File: src/rtl/spi_cfg_pkg.sv
package spi_cfg_pkg;
    localparam int NUM_TGT  = 3;
    localparam int TGT_W    = 2;
    localparam int WORD_MAX = 32;
    localparam int IDX_W    = $clog2(WORD_MAX);
    localparam int RD_BITS  = 8;
    localparam int TURN_BIT = 16;

    typedef enum logic [1:0] {
        ST_IDLE,
        ST_LOW,
        ST_HIGH,
        ST_HOLD
    } xfer_state_e;

    typedef struct packed {
        logic three_wire;
        logic long_word;
        logic readable;
    } tgt_prof_t;
endpackage

File: src/rtl/spi_target_map.sv
module spi_target_map
    import spi_cfg_pkg::*;
(
    input  logic [TGT_W-1:0] idx,
    output logic             present,
    output tgt_prof_t        prof
);
    localparam tgt_prof_t PROF_TAB [NUM_TGT] = '{
        '{three_wire: 1'b0, long_word: 1'b0, readable: 1'b1},
        '{three_wire: 1'b1, long_word: 1'b0, readable: 1'b1},
        '{three_wire: 1'b1, long_word: 1'b1, readable: 1'b0}
    };

    logic      [NUM_TGT-1:0] hit;
    tgt_prof_t               masked [NUM_TGT];

    for (genvar g = 0; g < NUM_TGT; g++) begin : g_slot
        assign hit[g]    = (int'(idx) == g);
        assign masked[g] = hit[g] ? PROF_TAB[g] : '0;
    end

    always_comb begin
        prof = '0;
        for (int i = 0; i < NUM_TGT; i++) begin
            prof = prof | masked[i];
        end
    end

    assign present = |hit;
endmodule

File: src/rtl/spi_half_timer.sv
module spi_half_timer #(
    parameter int DIV_W = 8
) (
    input  logic             clk,
    input  logic             rst_n,
    input  logic             restart,
    input  logic             run,
    input  logic [DIV_W-1:0] div,
    output logic             phase_end
);
    logic [DIV_W-1:0] hp;
    logic [DIV_W-1:0] cnt_d, cnt_q;

    assign hp        = (div == '0) ? DIV_W'(1) : div;
    assign phase_end = run && (cnt_q == '0);

    always_comb begin
        cnt_d = cnt_q;
        if (restart) begin
            cnt_d = hp - DIV_W'(1);
        end else if (run) begin
            cnt_d = (cnt_q == '0) ? hp - DIV_W'(1) : cnt_q - DIV_W'(1);
        end
    end

    always_ff @(posedge clk or negedge rst_n) begin
        if (!rst_n) cnt_q <= '0;
        else        cnt_q <= cnt_d;
    end


    restart_idle_chk: assert property (@(posedge clk) disable iff (!rst_n)
        restart |-> !run);
endmodule

File: src/rtl/spi_shift_reg.sv
module spi_shift_reg
    import spi_cfg_pkg::*;
(
    input  logic                clk,
    input  logic                rst_n,
    input  logic                load,
    input  logic [WORD_MAX-1:0] load_word,
    input  logic                shift,
    input  logic                sample,
    input  logic                sample_bit,
    output logic                tx_next,
    output logic [RD_BITS-1:0]  rx_byte
);
    typedef struct packed {
        logic [WORD_MAX-1:0] tx;
        logic [RD_BITS-1:0]  rx;
    } sh_t;

    sh_t sh_d, sh_q;

    always_comb begin
        sh_d = sh_q;
        if (load) begin
            sh_d.tx = load_word;
            sh_d.rx = '0;
        end else begin
            if (shift)  sh_d.tx = {sh_q.tx[WORD_MAX-2:0], 1'b0};
            if (sample) sh_d.rx = {sh_q.rx[RD_BITS-2:0], sample_bit};
        end
    end

    always_ff @(posedge clk or negedge rst_n) begin
        if (!rst_n) sh_q <= '0;
        else        sh_q <= sh_d;
    end

    assign tx_next = sh_q.tx[WORD_MAX-2];
    assign rx_byte = sh_q.rx;


    load_shift_excl_chk: assert property (@(posedge clk) disable iff (!rst_n)
        !(load && (shift || sample)));
endmodule

File: src/rtl/cfg_spi_master.sv
module cfg_spi_master
    import spi_cfg_pkg::*;
#(
    parameter int DIV_W = 8
) (
    input  logic                clk,
    input  logic                rst_n,
    input  logic [DIV_W-1:0]    clk_div,
    input  logic                req_valid,
    input  logic [TGT_W-1:0]    req_target,
    input  logic                req_read,
    input  logic [WORD_MAX-1:0] req_word,
    output logic                busy,
    output logic                done,
    output logic [RD_BITS-1:0]  rd_data,
    output logic                sclk,
    output logic [NUM_TGT-1:0]  cs_n,
    output logic                mosi,
    input  logic                miso,
    output logic                sdio_out,
    output logic                sdio_oe,
    input  logic                sdio_in
);
    localparam logic [IDX_W-1:0] LAST_SHORT = IDX_W'(23);
    localparam logic [IDX_W-1:0] LAST_LONG  = IDX_W'(WORD_MAX - 1);
    localparam logic [IDX_W-1:0] TURN_IDX   = IDX_W'(TURN_BIT);

    typedef struct packed {
        xfer_state_e        st;
        logic [NUM_TGT-1:0] cs_n;
        logic               sclk;
        logic               dout;
        logic               oe;
        logic               three_wire;
        logic               is_read;
        logic               long_word;
        logic [IDX_W-1:0]   bit_idx;
        logic               done;
        logic [RD_BITS-1:0] rd_data;
    } ctl_t;

    ctl_t ctl_d, ctl_q;

    logic                present;
    tgt_prof_t           prof;
    logic                phase_end;
    logic                ld, sh, smp;
    logic                tx_next;
    logic [RD_BITS-1:0]  rx_byte;
    logic [WORD_MAX-1:0] load_word;
    logic                din;
    logic [IDX_W-1:0]    last_idx;

    spi_target_map u_map (
        .idx     (req_target),
        .present (present),
        .prof    (prof)
    );

    spi_half_timer #(.DIV_W(DIV_W)) u_timer (
        .clk       (clk),
        .rst_n     (rst_n),
        .restart   (ld),
        .run       (ctl_q.st != ST_IDLE),
        .div       (clk_div),
        .phase_end (phase_end)
    );

    spi_shift_reg u_shift (
        .clk        (clk),
        .rst_n      (rst_n),
        .load       (ld),
        .load_word  (load_word),
        .shift      (sh),
        .sample     (smp),
        .sample_bit (din),
        .tx_next    (tx_next),
        .rx_byte    (rx_byte)
    );

    assign load_word = prof.long_word ? req_word
                                      : {8'h00, req_read, req_word[22:0]} << 8;
    assign din       = ctl_q.three_wire ? sdio_in : miso;
    assign last_idx  = ctl_q.long_word ? LAST_LONG : LAST_SHORT;

    always_comb begin
        ctl_d      = ctl_q;
        ctl_d.done = 1'b0;
        ld         = 1'b0;
        sh         = 1'b0;
        smp        = 1'b0;
        unique case (ctl_q.st)
            ST_IDLE: begin
                if (req_valid) begin
                    if (!present || (req_read && !prof.readable)) begin
                        ctl_d.done    = 1'b1;
                        ctl_d.rd_data = '0;
                    end else begin
                        ld               = 1'b1;
                        ctl_d.st         = ST_LOW;
                        ctl_d.three_wire = prof.three_wire;
                        ctl_d.long_word  = prof.long_word;
                        ctl_d.is_read    = req_read;
                        ctl_d.bit_idx    = '0;
                        ctl_d.oe         = prof.three_wire;
                        ctl_d.dout       = load_word[WORD_MAX-1];
                        for (int i = 0; i < NUM_TGT; i++) begin
                            ctl_d.cs_n[i] = !(int'(req_target) == i);
                        end
                    end
                end
            end
            ST_LOW: begin
                if (phase_end) begin
                    ctl_d.sclk = 1'b1;
                    ctl_d.st   = ST_HIGH;
                    smp        = ctl_q.is_read && (ctl_q.bit_idx >= TURN_IDX);
                end
            end
            ST_HIGH: begin
                if (phase_end) begin
                    ctl_d.sclk = 1'b0;
                    if (ctl_q.bit_idx == last_idx) begin
                        ctl_d.st   = ST_HOLD;
                        ctl_d.dout = 1'b0;
                    end else begin
                        sh            = 1'b1;
                        ctl_d.st      = ST_LOW;
                        ctl_d.bit_idx = ctl_q.bit_idx + IDX_W'(1);
                        ctl_d.dout    = tx_next;
                        if (ctl_q.three_wire && ctl_q.is_read &&
                            (ctl_q.bit_idx == TURN_IDX - IDX_W'(1))) begin
                            ctl_d.oe = 1'b0;
                        end
                    end
                end
            end
            ST_HOLD: begin
                if (phase_end) begin
                    ctl_d.st      = ST_IDLE;
                    ctl_d.cs_n    = '1;
                    ctl_d.oe      = 1'b0;
                    ctl_d.done    = 1'b1;
                    ctl_d.rd_data = ctl_q.is_read ? rx_byte : '0;
                end
            end
            default: ctl_d.st = ST_IDLE;
        endcase
    end

    always_ff @(posedge clk or negedge rst_n) begin
        if (!rst_n) begin
            ctl_q      <= '0;
            ctl_q.st   <= ST_IDLE;
            ctl_q.cs_n <= '1;
        end else begin
            ctl_q <= ctl_d;
        end
    end

    assign busy     = (ctl_q.st != ST_IDLE);
    assign done     = ctl_q.done;
    assign rd_data  = ctl_q.rd_data;
    assign sclk     = ctl_q.sclk;
    assign cs_n     = ctl_q.cs_n;
    assign mosi     = ctl_q.dout && !ctl_q.three_wire;
    assign sdio_out = ctl_q.dout && ctl_q.three_wire;
    assign sdio_oe  = ctl_q.oe;


    cs_onehot_chk: assert property (@(posedge clk) disable iff (!rst_n)
        $onehot0(~cs_n));


    cs_steady_chk: assert property (@(posedge clk) disable iff (!rst_n)
        (busy && $past(busy)) |-> $stable(cs_n));


    sclk_idle_chk: assert property (@(posedge clk) disable iff (!rst_n)
        (&cs_n) |-> !sclk);


    dout_steady_chk: assert property (@(posedge clk) disable iff (!rst_n)
        (sclk && $past(sclk)) |-> ($stable(mosi) && $stable(sdio_out)));


    fourwire_oe_chk: assert property (@(posedge clk) disable iff (!rst_n)
        !cs_n[0] |-> !sdio_oe);


    done_pulse_chk: assert property (@(posedge clk) disable iff (!rst_n)
        done |=> !done);


    done_idle_chk: assert property (@(posedge clk) disable iff (!rst_n)
        done |-> (!busy && (&cs_n)));


    req_ignored_chk: assert property (@(posedge clk) disable iff (!rst_n)
        (busy && req_valid) |=> $stable(ctl_q.is_read));
endmodule

File: config.mk
export PLATFORM = sky130hd
export DESIGN_NAME = cfg_spi_master
export DESIGN_NICKNAME = d
export VERILOG_FILES = /design/src/rtl/spi_cfg_pkg.sv /design/src/rtl/spi_target_map.sv /design/src/rtl/spi_half_timer.sv /design/src/rtl/spi_shift_reg.sv /design/src/rtl/cfg_spi_master.sv
export SDC_FILE = /design/constraint.sdc
export NUM_CORES = 1
export LEC_CHECK = 0
export CORE_MARGIN = 2
export CORE_UTILIZATION = 25
export CTS_CLUSTER_SIZE = 12
export DETAILED_ROUTE_END_ITERATION = 7
export GPL_TIMING_DRIVEN = 0
export PLACE_DENSITY_LB_ADDON = 0.15
export SLEW_MARGIN = 0
export SYNTH_ARGS = -nofsm -noshare
export SYNTH_HDL_FRONTEND = slang
export SYNTH_SLANG_ARGS = --single-unit
File: constraint.sdc
create_clock -name clk -period 5.75 [get_ports clk]
set_clock_uncertainty 0.2 [all_clocks]
set_input_delay 1.15 -clock clk [delete_from_list [all_inputs] [get_ports clk]]
set_output_delay 1.15 -clock clk [all_outputs]
set_load 0.005 [all_outputs]
; After elaboration in Yosys (flattened, before gate mapping)
; Cells that the tools add are included.
[classes]
n_addsub = 3
mul = 0
div = 0
magnitude_cmp = 1
eq_ne = 15
shift = 0
n_mux = 47
n_bitwise = 3
n_reduce_logical = 35
[ops]
columns = cell, n
row1 = $mux 8, 6
row2 = $mux 39, 1
row3 = $mux 32, 1
row4 = $mux 31, 1
row5 = $mux 5, 5
row6 = $mux 19, 1
row7 = $mux 9, 2
row8 = $pmux 9 s2, 1
row9 = $logic_not 8->1, 2
row10 = $ne 2x2->1 const B, 8
row11 = $sub 8x1->8 const B, 2
row12 = $mux 1, 15
row13 = $reduce_bool 2->1, 7
row14 = $reduce_and 4->1, 3
row15 = $mux 10, 1
row16 = $pmux 5 s2, 1
row17 = $reduce_and 5->1, 2
row18 = $mux 3, 3
row19 = $eq 2x2->1 const B, 4
row20 = $pmux 2 s4, 1
row21 = $logic_and 1x1->1, 7
row22 = $reduce_and 7->1, 1
row23 = $logic_not 1->1, 6
row24 = $mux 2, 3
row25 = 16 further kinds, 20
[word_totals]
regBits = 72
latchBits = 0
ram_bits = 0
mem_bits_ro = 0
out_inout_bits = 17
elab_cells = 118
mem_count = 0

; Depth between registers and ports, before layout
; Gate-level depths: netlist (run 1).
[depth]
word_depth = 11
mapped_depth = 8
depth_no_buf = 8

; Cells and area by module
; Synthesis (run 1) repeated with hierarchy kept, for this count alone.
[hier_totals]
cells_unflattened = 444
hier_area_um2 = 4438.0
[modules_own_cells]
columns = mod, n_inst, cells_each, area_per_inst_um2, seq_area_each_um2
row1 = spi_shift_reg, 1, 169, 1861.8, 975.9
row2 = cfg_spi_master, 1, 190, 1840.5, 629.4
row3 = spi_half_timer, 1, 77, 668.1, 200.2
row4 = spi_target_map, 1, 8, 67.6, 0.0

; Worst setup path before layout (run 1)
; No wires, ideal clock.
[synth_path]
kind = input port to flip-flop
start = in req_target[0]
end = reg u_timer.cnt_q[1]
setup_ns = 0.078
t_arrival_ns = 2.711
required_ns = 5.472
slack_ns = 2.761
path_stages = 7
path_cell_list = inv_1 ha_1 nor3b_1 nor4_2 nor2_1 mux2_2 o21ai_1
[synth_via]
elab_chain_cells = 11
word_cells_on_any_way = 17
[synth_rtl]
columns = item, line_no
row1 = "start, declared", cfg_spi_master.sv:10  ; input logic [TGT_W-1:0] req_target,
row2 = $eq 2x2->1 or $logic_not 2->1 (tied branches), spi_target_map.sv:18  ; assign hit[g] = (int'(idx) == g);
row3 = $mux 3 or $mux 1 (tied branches), spi_target_map.sv:19  ; assign masked[g] = hit[g] ? PROF_TAB[g] : '0;
row4 = $or 3x3->3 (2 in a row), spi_target_map.sv:25  ; prof = prof | masked[i];
row5 = $logic_not 1->1, cfg_spi_master.sv:95  ; if (!present || (req_read && !prof.readable)) begin
row6 = $logic_and 1x1->1, cfg_spi_master.sv:95
row7 = $logic_or 1x1->1 *, cfg_spi_master.sv:95
row8 = $mux 1 *, cfg_spi_master.sv:95
row9 = $mux 1 *, cfg_spi_master.sv:94  ; if (req_valid) begin
row10 = $mux 1 *, cfg_spi_master.sv:92  ; unique case (ctl_q.st)
row11 = $mux 8 or $reduce_bool 2->1 (tied branches), --
row12 = "end signal, assigned", spi_half_timer.sv:28  ; else cnt_q <= cnt_d;
row13 = "end, declared", spi_half_timer.sv:12  ; logic [DIV_W-1:0] cnt_d, cnt_q;
; Mark *: on every way between the ends. The rest lies on a longest branch, timed or not.
; A chain may end at the register's enable or synchronous reset.

; Worst setup path in the final report (run 1)
[layout_path]
start = in req_target[0]
end = reg u_shift.sh_q[36] (netlist bit)
[layout_via]
elab_chain_cells = 11
word_cells_on_any_way = 19
[layout_rtl]
columns = item, line_no
row1 = $eq 2x2->1 or $logic_not 2->1 (tied branches), spi_target_map.sv:18
row2 = $mux 3 or $mux 1 (tied branches), spi_target_map.sv:19
row3 = $or 3x3->3 (2 in a row), spi_target_map.sv:25
row4 = $logic_not 1->1, cfg_spi_master.sv:95
row5 = $logic_and 1x1->1, cfg_spi_master.sv:95
row6 = $logic_or 1x1->1, cfg_spi_master.sv:95
row7 = $mux 1, cfg_spi_master.sv:95
row8 = $mux 1, cfg_spi_master.sv:94
row9 = $mux 1, cfg_spi_master.sv:92
row10 = $mux 39 or $reduce_bool 2->1 (tied branches), --
row11 = "end signal, assigned", spi_shift_reg.sv:33  ; if (!rst_n) sh_q <= '0;
row12 = "end signal, assigned", spi_shift_reg.sv:34  ; else sh_q <= sh_d;
row13 = "end, declared", spi_shift_reg.sv:19  ; sh_t sh_d, sh_q;
; Several ways; a longest one is shown, not always the timed one.

==> results of run 1 <==
-- cells in the mapped netlist (all sizes together) (2+ instances only) --
cell and instances:
xor2 4, nand3 15, a22o 8, and2 2
inv 15, a21o 23, nand2 40, o21ai 24
o31ai 2, mux2i 38, o211ai 2, and4 2
xnor2 2, buf 20, nor2b 6, nor3 8
mux2 2, a211oi 24, nor4 3, a21oi 19
nor2 40, ha 14, dfstp 3, o31a 2
clkbuf 14, dfrtp 69, nand3b 2, and3 5
-- routing by layer --
layer,up-vias,GRT usage [%],wire (um)
met5,-,0,0
met4,0,3.46,142
met3,12,3.08,383
met2,65,20.1,4690
met1,1579,16.7,5240
li1,1664,-,-
-- worst paths after layout --
kind / end / cells after the start / slack (ns)
max: u_shift.sh_q[36] / 8 / 2.09
min: cs_n[0] / 2 / 0.28
max reg2reg: u_shift.sh_q[37] / 8 / 2.63
min reg2reg: cs_n[0] / 2 / 0.28
max in group asynchronous: cs_n[2] / 2 / 4.28
min in group asynchronous: ctl_q[23] / 1 / 0.49
-- report_power, final --
group	internal, mW	switching (mW)	leakage, nW	total [mW]
Clock	0.333	0.213	0.138	0.546
Sequential	0.681	0.119	0.942	0.799
Combinational	0.328	0.380	1.31	0.707
Total	1.34	0.711	2.40	2.05
-- state kept, by name, indices dropped and copies added (netlist names) --
register         flops
u_shift.rx_byte      8
done                 1
cs_n                 3
rd_data              8
ctl_q               11
u_shift.tx_next      1
sdio_oe              1
sclk                 1
u_timer.cnt_q        8
u_shift.sh_q        30
-- kinds of logic (layout without fill, tap and decap cells) --
logic type,count (synthesis),count (layout)
simple gates,129,129
buf+inv,49,130
compound gates,116,116
mux,40,40
xor+xnor,6,6
flops,72,72
fa+ha+maj,14,14
-- worst max-delay path: cells and delay by family --
| family | cells | cell delay, ns |
|---|---|---|
| AOI/OAI and AO/OA | 2 | 0.66 |
| and+or+nand+nor | 2 | 0.68 |
| adders and majority gates | 1 | 0.20 |
| buffers and inverters | 3 | 1.02 |
-- metrics by stage --
stage / setup slack [ns] / hold WS [ns]
2_1_floorplan: 2.76 / 0.250
3_3_place_gp: 0.622 / 0.261
3_5_place_dp: 1.72 / 0.267
4_1_cts: 2.06 / 0.281
5_1_grt: 1.78 / 0.292
6_report: 2.09 / 0.276
-- area by class of cell --
type,count,area (sq um)
Tap cell,216,270
Buffer,34,198
Sequential cell,72,1810
Clock buffer,10,229
Multi-Input combinational cell,305,2060
Fill cell,1674,10700
Timing Repair Buffer,65,666
Clock inverter,6,60.1
Inverter,15,56.3
==> qor.csv, run 1 <==
metric,value,unit
status,"complete, no violations",
Post-Synth XOR/XNOR Area,1.28,%
Clock Path Buffers,2,
critical-path cell list,clkdlybuf4s50_1 -> inv_1 -> ha_1 -> nor3b_1 -> nor4_2 -> a21oi_2 -> clkbuf_1 -> a21o_1,
mux contribution to synthesized area,9.79,%
unrepaired setup endpoints after global routing,no,
DRT antenna net count,0,
RR Startpoint,ctl_q[23],
Cell Rows,46,
DP Area,0.00505,sq mm
largest net degree at the start of global routing,57,
Post-Layout Cell Count,723,
Antenna diodes,0,
Post-synth EDFFs,0,
main combinational cell family by area after synthesis,compound AO/OA/AOI/OAI gates,
Syn. warnings,0,
Inserted Clock Buffers,9,
TritonCTS clock tree,yes,
"FF+latch count, synth",72,
Final Max Tran Viols,0,
Worst EP arrival,3.73,ns
vias per cell,4.59,
Slew @ Worst Pin,0.768,ns
Power Total,2.05,mW
die width,132,um
postcts setup bufs,0,
min-delay src,cs_n[0],
setup violators final,0,
HPWL Detailed,7.98,mm
Post-Synth Adder-Cell Area,4.26,%
CP endpoint kind,flip-flop,
post-synth top area cell,dfrtp_1,
max cap viols,0,
"Reg clk slew, reported paths",0.06,ns
DRC Markers,0,
Clock Root Buffer,clkbuf_16,
core outline area,0.0160,sq mm
DRT Wirelength,10.5,mm
CP required,5.82,ns
Post-Layout Inst Area,0.00534,sq mm
WL/cell,14.5,um
total die area,0.0175,sq mm
CP Launch Point,req_target[0],
I/O Pins,65,
crit-path max FO,10,
Yosys top cell area share,42.0,%
grt ovf,0,
Sink Count,72,
first-pass GRT wire length,17.7,mm
area grow syn2layout,29.8,%
Leakage,2.40,nW
port buffer count,64,
via count,3320,
layout cells sized above 1,9.66,%
total global-route track usage,12.5,%
Startpoint Class,primary input,
Worst Hold Class,reg2reg,
Worst IR Drop VDD,0.152,mV
CTS H-tree lvls,3,
Pwr per Cell Area,384,mW/mm^2
Syn Nets,488,
async set-reset flop share out of synthesis,100,%
delay of the slowest critical-path stage,0.52,ns
minimum clock period,3.66,ns
CP Class,in2reg,
Synth Area per Inst,9.66,sq um
Syn Inst Count,426,
Initial Util,25.7,%
Tcrit/Tclk final,63.7,%
post-synthesis compound-gate area fraction,19.5,%
"commonest cells after routing, fill and taps aside","dfrtp_1 (69), clkdlybuf4s50_1 (63), nand2_1 (40), nor2_1 (40), mux2i_1 (38)",
Final nets,564,
Synth cell types,55,
Slew HR,48.4,%
DRT Pass-1 Iters,4,
simple-gate share of the synthesized area,15.2,%
"commonest non-fill, non-tap cell in the layout",dfrtp_1,
vias in the first global route,3454,
sequential area share after synthesis,43.9,%
Vert. Die Dim,132,um
Final GP Congestion,0.791,
Initial DRC Count,114,
# resized after CTS,0,
dpl cells,707,
post-cts hold buffer count,0,
count of final hold-check violations,0,
CP max stage cell,clkdlybuf4s50_1,
antenna violations before repair,0,
top_reg_cell synth,dfrtp_1,
synth top area cells,"dfrtp_1 (42%), mux2i_1 (9.2%), ha_1 (4.3%), a211oi_1 (4.2%), a21o_1 (4.2%)",
post-synthesis cell area,0.00412,sq mm
FMAX,0.273,GHz
setup_tns,0,ns
worst-skew pair later-pin latency,0.33,ns
Util after Layout,33.4,%
Note: power is estimated with default switching activity, not from simulation.
==> run 2: changes to the inputs <==
==> constraint.sdc (replaced) <==
create_clock -name clk -period 3.7 [get_ports clk]
set_clock_uncertainty 0.2 [all_clocks]
set_input_delay 0.74 -clock clk [delete_from_list [all_inputs] [get_ports clk]]
set_output_delay 0.74 -clock clk [all_outputs]
set_load 0.005 [all_outputs]
==> results of run 2 <==
The final DEF is identical to that of run 1. Status: complete, no violations.
Main changes from that run: setup slack after placement 1.72 ns -> 0.0805 ns; setup slack after layout 2.09 ns -> 0.447 ns; hold slack 0.276 ns -> 0.0783 ns; register-to-register setup slack 2.63 ns -> 0.58 ns; total power 2.05 mW -> 3.19 mW; worst IR drop on VDD 0.152 mV -> 0.236 mV
